## src/rtl/bic_sc_pkg.sv

```systemverilog
package bic_sc_pkg;
   localparam int STAT_W = 8;
   localparam int CTRL_W = 8;
   localparam int ST_BRK = 0;
   localparam int ST_ERR = 1;
   localparam int ST_CRC = 2;
   localparam int ST_X4  = 3;
   localparam int ST_FTU = 4;
   localparam int CT_X4  = 3;
   localparam logic [CTRL_W-1:0] DEF_SET_ONLY = 8'hF0;
endpackage

```

## src/rtl/bic_flag_cell.sv

```systemverilog
module bic_flag_cell #(
   parameter logic RST_VAL = 1'b0
) (
   input  logic clk,
   input  logic rst_n,
   input  logic set_i,
   input  logic clr_i,
   output logic q_o
);
   always_ff @(posedge clk or negedge rst_n) begin
      if (!rst_n)     q_o <= RST_VAL;
      else if (set_i) q_o <= 1'b1;
      else if (clr_i) q_o <= 1'b0;
   end
endmodule

```

## src/rtl/bic_ctrl_reg.sv

```systemverilog
module bic_ctrl_reg #(
   parameter int           W             = 8,
   parameter logic [W-1:0] SET_ONLY_MASK = 8'hF0,
   parameter int           X4_BIT        = 3
) (
   input  logic         clk,
   input  logic         rst_n,
   input  logic         wr_i,
   input  logic [W-1:0] wdata_i,
   input  logic [W-1:0] hw_clr_i,
   input  logic         brk_trail_i,
   output logic [W-1:0] q_o
);
   logic [W-1:0] so_next;
   logic [W-1:0] rw_next;
   logic [W-1:0] d;

   always_comb begin
      so_next = (q_o | ({W{wr_i}} & wdata_i)) & ~hw_clr_i;
      rw_next = wr_i ? wdata_i : q_o;
   end

   for (genvar i = 0; i < W; i++) begin : g_bit
      if (SET_ONLY_MASK[i]) begin : g_set_only
         assign d[i] = so_next[i];
      end else if (i == X4_BIT) begin : g_speed
         assign d[i] = rw_next[i] & ~brk_trail_i;
      end else begin : g_rw
         assign d[i] = rw_next[i];
      end
   end

   always_ff @(posedge clk or negedge rst_n) begin
      if (!rst_n) q_o <= '0;
      else        q_o <= d;
   end
endmodule

```

## src/rtl/bic_stat_snap.sv

```systemverilog
module bic_stat_snap #(
   parameter int W        = 8,
   parameter bit SNAPSHOT = 1'b1
) (
   input  logic         clk,
   input  logic         rst_n,
   input  logic         start_i,
   input  logic [W-1:0] live_i,
   output logic [W-1:0] stat_o
);
   if (SNAPSHOT) begin : g_snap
      always_ff @(posedge clk or negedge rst_n) begin
         if (!rst_n)       stat_o <= '0;
         else if (start_i) stat_o <= live_i;
      end
   end else begin : g_live
      assign stat_o = live_i;
   end
endmodule

```

## src/rtl/bic_stat_ctrl.sv

```systemverilog
module bic_stat_ctrl
   import bic_sc_pkg::*;
#(
   parameter int                N_ERR_SRC     = 5,
   parameter logic [CTRL_W-1:0] SET_ONLY_MASK = DEF_SET_ONLY,
   parameter bit                SNAPSHOT      = 1'b1
) (
   input  logic                 clk,
   input  logic                 rst_n,
   input  logic                 ev_crc_err,
   input  logic [N_ERR_SRC-1:0] ev_err_src,
   input  logic                 ev_brk_rise,
   input  logic                 brk_trail,
   input  logic                 xfer_start,
   input  logic                 xfer_done,
   input  logic                 ctrl_wr,
   input  logic [CTRL_W-1:0]    ctrl_wdata,
   input  logic [CTRL_W-1:0]    hw_clr,
   input  logic                 bus_edge,
   output logic [STAT_W-1:0]    stat_byte,
   output logic [CTRL_W-1:0]    ctrl_byte,
   output logic                 mode_4x
);
   if (N_ERR_SRC < 1) begin : g_bad_src
      $error("bic_stat_ctrl: N_ERR_SRC must be at least 1");
   end
   if (SET_ONLY_MASK[CT_X4]) begin : g_bad_mask
      $error("bic_stat_ctrl: speed-mode bit must stay host-writable");
   end

   logic crc_q, err_q, brk_q, ftu_q;
   logic [STAT_W-1:0] live;
   logic [STAT_W-1:0] clr_mask;

   assign clr_mask = {STAT_W{xfer_done}} & stat_byte;

   bic_flag_cell #(.RST_VAL(1'b0)) u_crc (
      .clk(clk), .rst_n(rst_n), .set_i(ev_crc_err),
      .clr_i(clr_mask[ST_CRC]), .q_o(crc_q));

   bic_flag_cell #(.RST_VAL(1'b0)) u_err (
      .clk(clk), .rst_n(rst_n), .set_i(|ev_err_src),
      .clr_i(clr_mask[ST_ERR]), .q_o(err_q));

   bic_flag_cell #(.RST_VAL(1'b0)) u_brk (
      .clk(clk), .rst_n(rst_n), .set_i(ev_brk_rise),
      .clr_i(clr_mask[ST_BRK]), .q_o(brk_q));

   bic_flag_cell #(.RST_VAL(1'b1)) u_ftu (
      .clk(clk), .rst_n(rst_n), .set_i(1'b0),
      .clr_i(xfer_done), .q_o(ftu_q));

   bic_ctrl_reg #(
      .W(CTRL_W), .SET_ONLY_MASK(SET_ONLY_MASK), .X4_BIT(CT_X4)
   ) u_ctrl (
      .clk(clk), .rst_n(rst_n), .wr_i(ctrl_wr), .wdata_i(ctrl_wdata),
      .hw_clr_i(hw_clr), .brk_trail_i(brk_trail), .q_o(ctrl_byte));

   always_comb begin
      live         = '0;
      live[ST_BRK] = brk_q;
      live[ST_ERR] = err_q;
      live[ST_CRC] = crc_q;
      live[ST_X4]  = ctrl_byte[CT_X4];
      live[ST_FTU] = ftu_q;
   end

   bic_stat_snap #(.W(STAT_W), .SNAPSHOT(SNAPSHOT)) u_snap (
      .clk(clk), .rst_n(rst_n), .start_i(xfer_start),
      .live_i(live), .stat_o(stat_byte));

   always_ff @(posedge clk or negedge rst_n) begin
      if (!rst_n)         mode_4x <= 1'b0;
      else if (brk_trail) mode_4x <= 1'b0;
      else if (bus_edge)  mode_4x <= ctrl_byte[CT_X4];
   end
endmodule

```

## config.mk

```make
export PLATFORM = sky130hd
export DESIGN_NAME = bic_stat_ctrl
export DESIGN_NICKNAME = d
export VERILOG_FILES = /design/src/rtl/bic_sc_pkg.sv /design/src/rtl/bic_flag_cell.sv /design/src/rtl/bic_ctrl_reg.sv /design/src/rtl/bic_stat_snap.sv /design/src/rtl/bic_stat_ctrl.sv
export SDC_FILE = /design/constraint.sdc
export NUM_CORES = 1
export LEC_CHECK = 0
export ABC_AREA = 1
export BUFFER_PORTS_ARGS = -buffer_cell sky130_fd_sc_hd__buf_2
export CAP_MARGIN = 20
export CORE_MARGIN = 1
export CORE_UTILIZATION = 25
export DETAILED_ROUTE_END_ITERATION = 16
export SYNTH_ARGS = -nofsm -noshare
export SYNTH_HDL_FRONTEND = slang
export SYNTH_SLANG_ARGS = --single-unit
```

## constraint.sdc

```tcl
create_clock -name clk -period 0.8 [get_ports clk]
set_clock_uncertainty 0.1 [all_clocks]
set_input_delay 0.16 -clock clk [delete_from_list [all_inputs] [get_ports clk]]
set_output_delay 0.16 -clock clk [all_outputs]
set_load 0.01 [all_outputs]
```

After elaboration in Yosys (flattened, before gate mapping)
Index checks and enable logic that the tools add are counted.
{"block": "word_totals", "regBits": 18, "output_inout_bits": 17}
{"block": "classes", "n_reduce_logical": 5, "bitwise": 7, "mux": 9}
{"operator": "$and A8 B8 Y8", "n": 2}
{"operator": "$mux W1", "n": 8}
{"operator": "$not A8 Y8", "n": 1}
{"operator": "$or A8 B8 Y8", "n": 1}
{"operator": "$reduce_bool A2 Y1", "n": 4}
{"operator": "$reduce_or A5 Y1", "n": 1}
{"operator": "$mux W4", "n": 1}
{"operator": "$and A3 B3 Y3", "n": 1}
{"operator": "$and A1 B1 Y1", "n": 1}
{"operator": "$not A1 Y1", "n": 1}

Longest topological paths before layout
{"block": "logic_depth", "ltp_word": 3, "depth_mapped": 4, "depth_no_buf": 3}

Cells and area by module
A second synthesis with hierarchy kept.
{"block": "unflattened", "hier_cells": 107, "area_unflattened_um2": 889.6}
{"module": "bic_ctrl_reg", "instances": 1, "area_per_inst_um2": 335.3, "seq_area_each_um2": 200.2, "cells_per_inst": 36}
{"module": "bic_stat_snap", "instances": 1, "area_per_inst_um2": 305.3, "seq_area_each_um2": 200.2, "cells_per_inst": 34}
{"module": "bic_flag_cell at u_brk ...", "instances": 3, "area_per_inst_um2": 40.0, "seq_area_each_um2": 25.0, "cells_per_inst": 5}
{"module": "bic_stat_ctrl", "instances": 1, "area_per_inst_um2": 87.6, "seq_area_each_um2": 25.0, "cells_per_inst": 17}
{"module": "bic_flag_cell at u_ftu", "instances": 1, "area_per_inst_um2": 41.3, "seq_area_each_um2": 26.3, "cells_per_inst": 5}

Least setup slack after synthesis
No wires, ideal clock.
{"block": "synth_timing", "path_type": "register -> register", "startpoint": "reg u_snap.stat_o[0]", "endpoint": "reg u_brk.q_o", "path_buffers": 0, "t_arrival_ns": 0.585, "setup_ns": 0.118, "setup_slack_ns": -0.003, "path_stages_with_launch": 3, "cell_sequence": "dfrtp_1 nand2_1 a21o_1"}
{"block": "synth_via", "elab_chain_len": 2}
{"item": "from (decl)", "line": "bic_stat_snap.sv:9", "rtl": "output logic [W-1:0] stat_o"}
{"item": "from (signal assigned)", "line": "bic_stat_snap.sv:14", "rtl": "else if (start_i) stat_o <= live_i;"}
{"item": "$and A3 B3 Y3", "line": "bic_stat_ctrl.sv:35", "rtl": "assign clr_mask = {STAT_W{xfer_done}} & stat_byte;"}
{"item": "$reduce_bool A2 Y1 (no line)"}
{"item": "to (signal assigned)", "line": "bic_flag_cell.sv:11", "rtl": "if (!rst_n) q_o <= RST_VAL;"}
{"item": "to (signal assigned)", "line": "bic_flag_cell.sv:12", "rtl": "else if (set_i) q_o <= 1'b1;"}
{"item": "to (signal assigned)", "line": "bic_flag_cell.sv:13", "rtl": "else if (clr_i) q_o <= 1'b0;"}
{"item": "to (decl)", "line": "bic_flag_cell.sv:8", "rtl": "output logic q_o"}
No other way between the ends.
A chain may end at the register's enable or synchronous reset.

Worst setup path after layout
{"block": "layout_timing", "startpoint": "reg u_ctrl.q_o[7]", "endpoint": "out ctrl_byte[7]"}
{"item": "from (decl)", "line": "bic_ctrl_reg.sv:12", "rtl": "output logic [W-1:0] q_o"}
{"item": "from (signal assigned)", "line": "bic_ctrl_reg.sv:34", "rtl": "if (!rst_n) q_o <= '0;"}
{"item": "from (signal assigned)", "line": "bic_ctrl_reg.sv:35", "rtl": "else q_o <= d;"}
{"item": "to (decl)", "line": "bic_stat_ctrl.sv:21", "rtl": "output logic [CTRL_W-1:0] ctrl_byte,"}
No word-level cell between the ends.

==> results.md <==
- The total leakage power is 0.630 nW.
- The worst hold path belongs to the class input port to flip-flop.
- After legalization and detailed placement, the total HPWL measured 1200 um.
- For this run, the register share of the synthesized area comes to 0.619.
- The routed length on met3 is 85 um.
- The setup check on the worst reg-to-reg path leaves a slack of -0.15 ns.
- The clock tree from TritonCTS is done.
- Across the whole layout, storage elements account for 452 um2.
- The yosys synthesis warning count is 0.
- The region available for standard cell placement spans 0.00276 mm2.
- The detailed router placed 677 vias in this run.
- Summing every instance area after synthesis gives 729 um2.
- For this configuration, the core starts out at a cell density of 0.265.
- The highest routing layer actually used is met3.
- The largest vdd supply drop is 0.806 mV.
- The number of global-route vias before repair is 731.
- The kind of cell adding the most delay to the critical path is flip-flops.
- Setup repair after global routing could not meet its margin everywhere.
- The type of destination of the critical path is an output pin.
- The top cell types in the final layout, fill and taps aside, are sky130_fd_sc_hd__buf_2, sky130_fd_sc_hd__dfrtp_1, sky130_fd_sc_hd__nand2_1, sky130_fd_sc_hd__nor2_1, sky130_fd_sc_hd__buf_4.
- The netlist uses 17 different library cells.
- In this run the number of H-tree levels came out at 1.
- The minimum hold slack is -0.0651 ns.
- The total power consumption of the routed design is 0.00196 W.
- The run finished, with violations left.
- Fill cells in the final layout number 285.
- The die outline area is 0.00314 mm2.
- The final hold violation count is 9.
- STA classifies the critical path startpoint as a flip-flop.
- The number of hold buffers added after CTS was 5.
- Data on the critical path arrives at its endpoint at 0.84 ns.
- The layout cell share with drive strength beyond 1 is 0.542.
- Together, buffers and inverters on the worst path number 1.
- Entering global routing, the biggest net connects 11 pins.
- The highest fanout seen on the critical path is 2.
- The power per cell area is 1690 mW/mm2.
- The post-synthesis to final-layout area growth is 59.2%.
- The clock latency on the worst-skew pair is 0.29 ns.
- The utilization after layout is 0.421.
- For this run, the total global-route usage over all layers was measured as 0.121.
- The met2 wirelength from detailed routing is 886 um.
- The count of pins over their slew limit is 0.
- The checks that failed: negative hold slack, negative setup slack.
- The routed design has 1690 um of wire.
- The leftover overflow at the end of global routing is 0.
- Dividing the final minimum period by the clock period gives 1.37.
- The number of cell rows is 19.
- The final-report setup violation count is 26.
- Input and output buffers added on the ports amount to 39.
- The final antenna diode count is 0.
- TritonCTS created 3 clock buffers.
- The count of nets left with antenna violations once routing finished came out at 0.
- The number of violations reported at the end of detailed-routing iteration 0 is 5.
- CTS saw 18 sinks.
- On the worst path, the slowest cell contributes a delay of 0.41 ns.
- Walking the worst path, the cells encountered are buf_2.
- The post-route setup TNS is -5.07 ns.
- Before antenna repair, the detailed router went through 3 iterations.
- For the worst setup path, the data required time is 0.54 ns.
- Across the run, the number of max-cap violations was 0.
- The category of the critical setup timing path is flip-flop to output pin.
- The final weighted congestion in routability-driven placement is 0.655.
- The library cell used most frequently in the layout, excluding fill and tap cells, is sky130_fd_sc_hd__buf_2.
- From left edge to right edge, the die measures 56.0 um.
- For this run, the top clock speed supported by timing is 913 MHz.
- The detailed router put a total of 716 um of wire on met1.
- The height of the die is 56.0 um.
- Synthesis handed over a netlist of 75 instances.
- The initial antenna violation count is 0.
- The number of top-level pins is 47.
- The post-detailed-route DRC marker count is 0.
- The number of nets in the layout is 162.
- The multi-input combinational cells in the finished layout cover a total of 244 um2.
- After layout, the worst setup slack is -0.295 ns.
- For this design, the slowest cell found on the critical path is sky130_fd_sc_hd__dfrtp_1.
- In this run the deepest clock path goes through 2 buffers.
- The global-route wire length before repair is 2950 um.
- The routed design could run at a clock period as short as 1.10 ns.
- Averaged over all synthesized cells, the footprint is 9.73 um2.
- In the final routed layout, each cell accounts on average for 10.4 um.
- The per-cell via count in the routed design is 4.18.
- The cell sitting at the root of the clock tree is a sky130_fd_sc_hd__clkbuf_4.
- The total of flip-flops plus latches after synthesis is 18.
- The clock-pin slew on the worst setup and hold paths is 0.10 ns.
-- cell usage after synthesis, drive strengths merged --
| library cell | instances | area [um2] |
|---|---|---|
| nor2 | 10 | 37.5 |
| conb | 1 | 3.75 |
| buf | 5 | 45.0 |
| nand2 | 19 | 76.3 |
| dfrtp | 17 | 425 |
| inv | 8 | 35.0 |
| o21ai | 4 | 20.0 |
| nor3 | 1 | 5.00 |
| a21o | 2 | 15.0 |
| dfstp | 1 | 26.3 |
| a21oi | 6 | 33.8 |
| nand4 | 1 | 6.26 |
-- state kept, by name, indices dropped and copies added, names as in the netlist --
register,count
u_snap.stat_o,5
u_err.q_o,1
u_crc.q_o,1
u_brk.q_o,1
mode_4x,1
u_ftu.q_o,1
u_ctrl.q_o,8
-- per-stage QoR --
| stage | cell area, um2 | setup slack [ns] | std cells |
|---|---|---|---|
| finish | 1160 | -0.295 | 162 |
| global route | 1160 | -0.349 | 162 |
| CTS | 1100 | -0.310 | 159 |
| detailed placement | 953 | -0.0334 | 144 |
| global placement | 953 | -0.0111 | 144 |
| floorplan | 737 | -0.00151 | 77 |
-- final timing paths --
check                                              from  cells past startpoint                       to
worst min-delay path                          xfer_done                      2    u_ftu.q_o$_DFFE_PN1P_
worst max-delay path            u_ctrl.q_o[7]$_DFF_PN0_                      1             ctrl_byte[7]
worst min register to register    u_ftu.q_o$_DFFE_PN1P_                      2    u_ftu.q_o$_DFFE_PN1P_
min in group asynchronous                         rst_n                      2  u_ctrl.q_o[4]$_DFF_PN0_
worst max register to register  u_ctrl.q_o[3]$_DFF_PN0_                      4      mode_4x$_DFFE_PN0P_
max in group asynchronous                         rst_n                      3    u_ftu.q_o$_DFFE_PN1P_
-- logic make-up after synthesis --
logic type | after synthesis | share of synthesized area
compound gates | 12 | 0.0943
buf+inv | 13 | 0.110
flops | 18 | 0.619
other cells | 1 | 0.00514
simple gates | 31 | 0.172
-- power by group --
group / switching, W / total, W / leakage (nW) / internal (W)
logic: 0.000191 / 0.000399 / 0.394 / 0.000208
clock network: 0.000283 / 0.000560 / 0.0210 / 0.000277
registers: 0.0000340 / 0.00101 / 0.214 / 0.000972
total: 0.000507 / 0.00196 / 0.630 / 0.00146
-- layer usage --
metal | global-route usage | vias to the layer above
met5 | 0 | -
met4 | 0.0662 | 0
met3 | 0.0209 | 0
met2 | 0.216 | 23
met1 | 0.136 | 314
li1 | - | 340
-- final cells by class --
| class | instances | area share |
|---|---|---|
| sequential | 18 | 0.389 |
| timing repair buffer | 55 | 0.306 |
| multi-input combinational | 46 | 0.210 |
| tap | 31 | 0.0334 |
| clock buffer | 4 | 0.0313 |
| inverter | 8 | 0.0302 |
-- timing repair --
action,in CTS,in global routing
setup endpoints to repair,17,29
hold endpoints to repair,31,9
resized for setup,10,10
pin swaps,2,4
setup buffers,6,5
(Power assumes the default switching activity.)
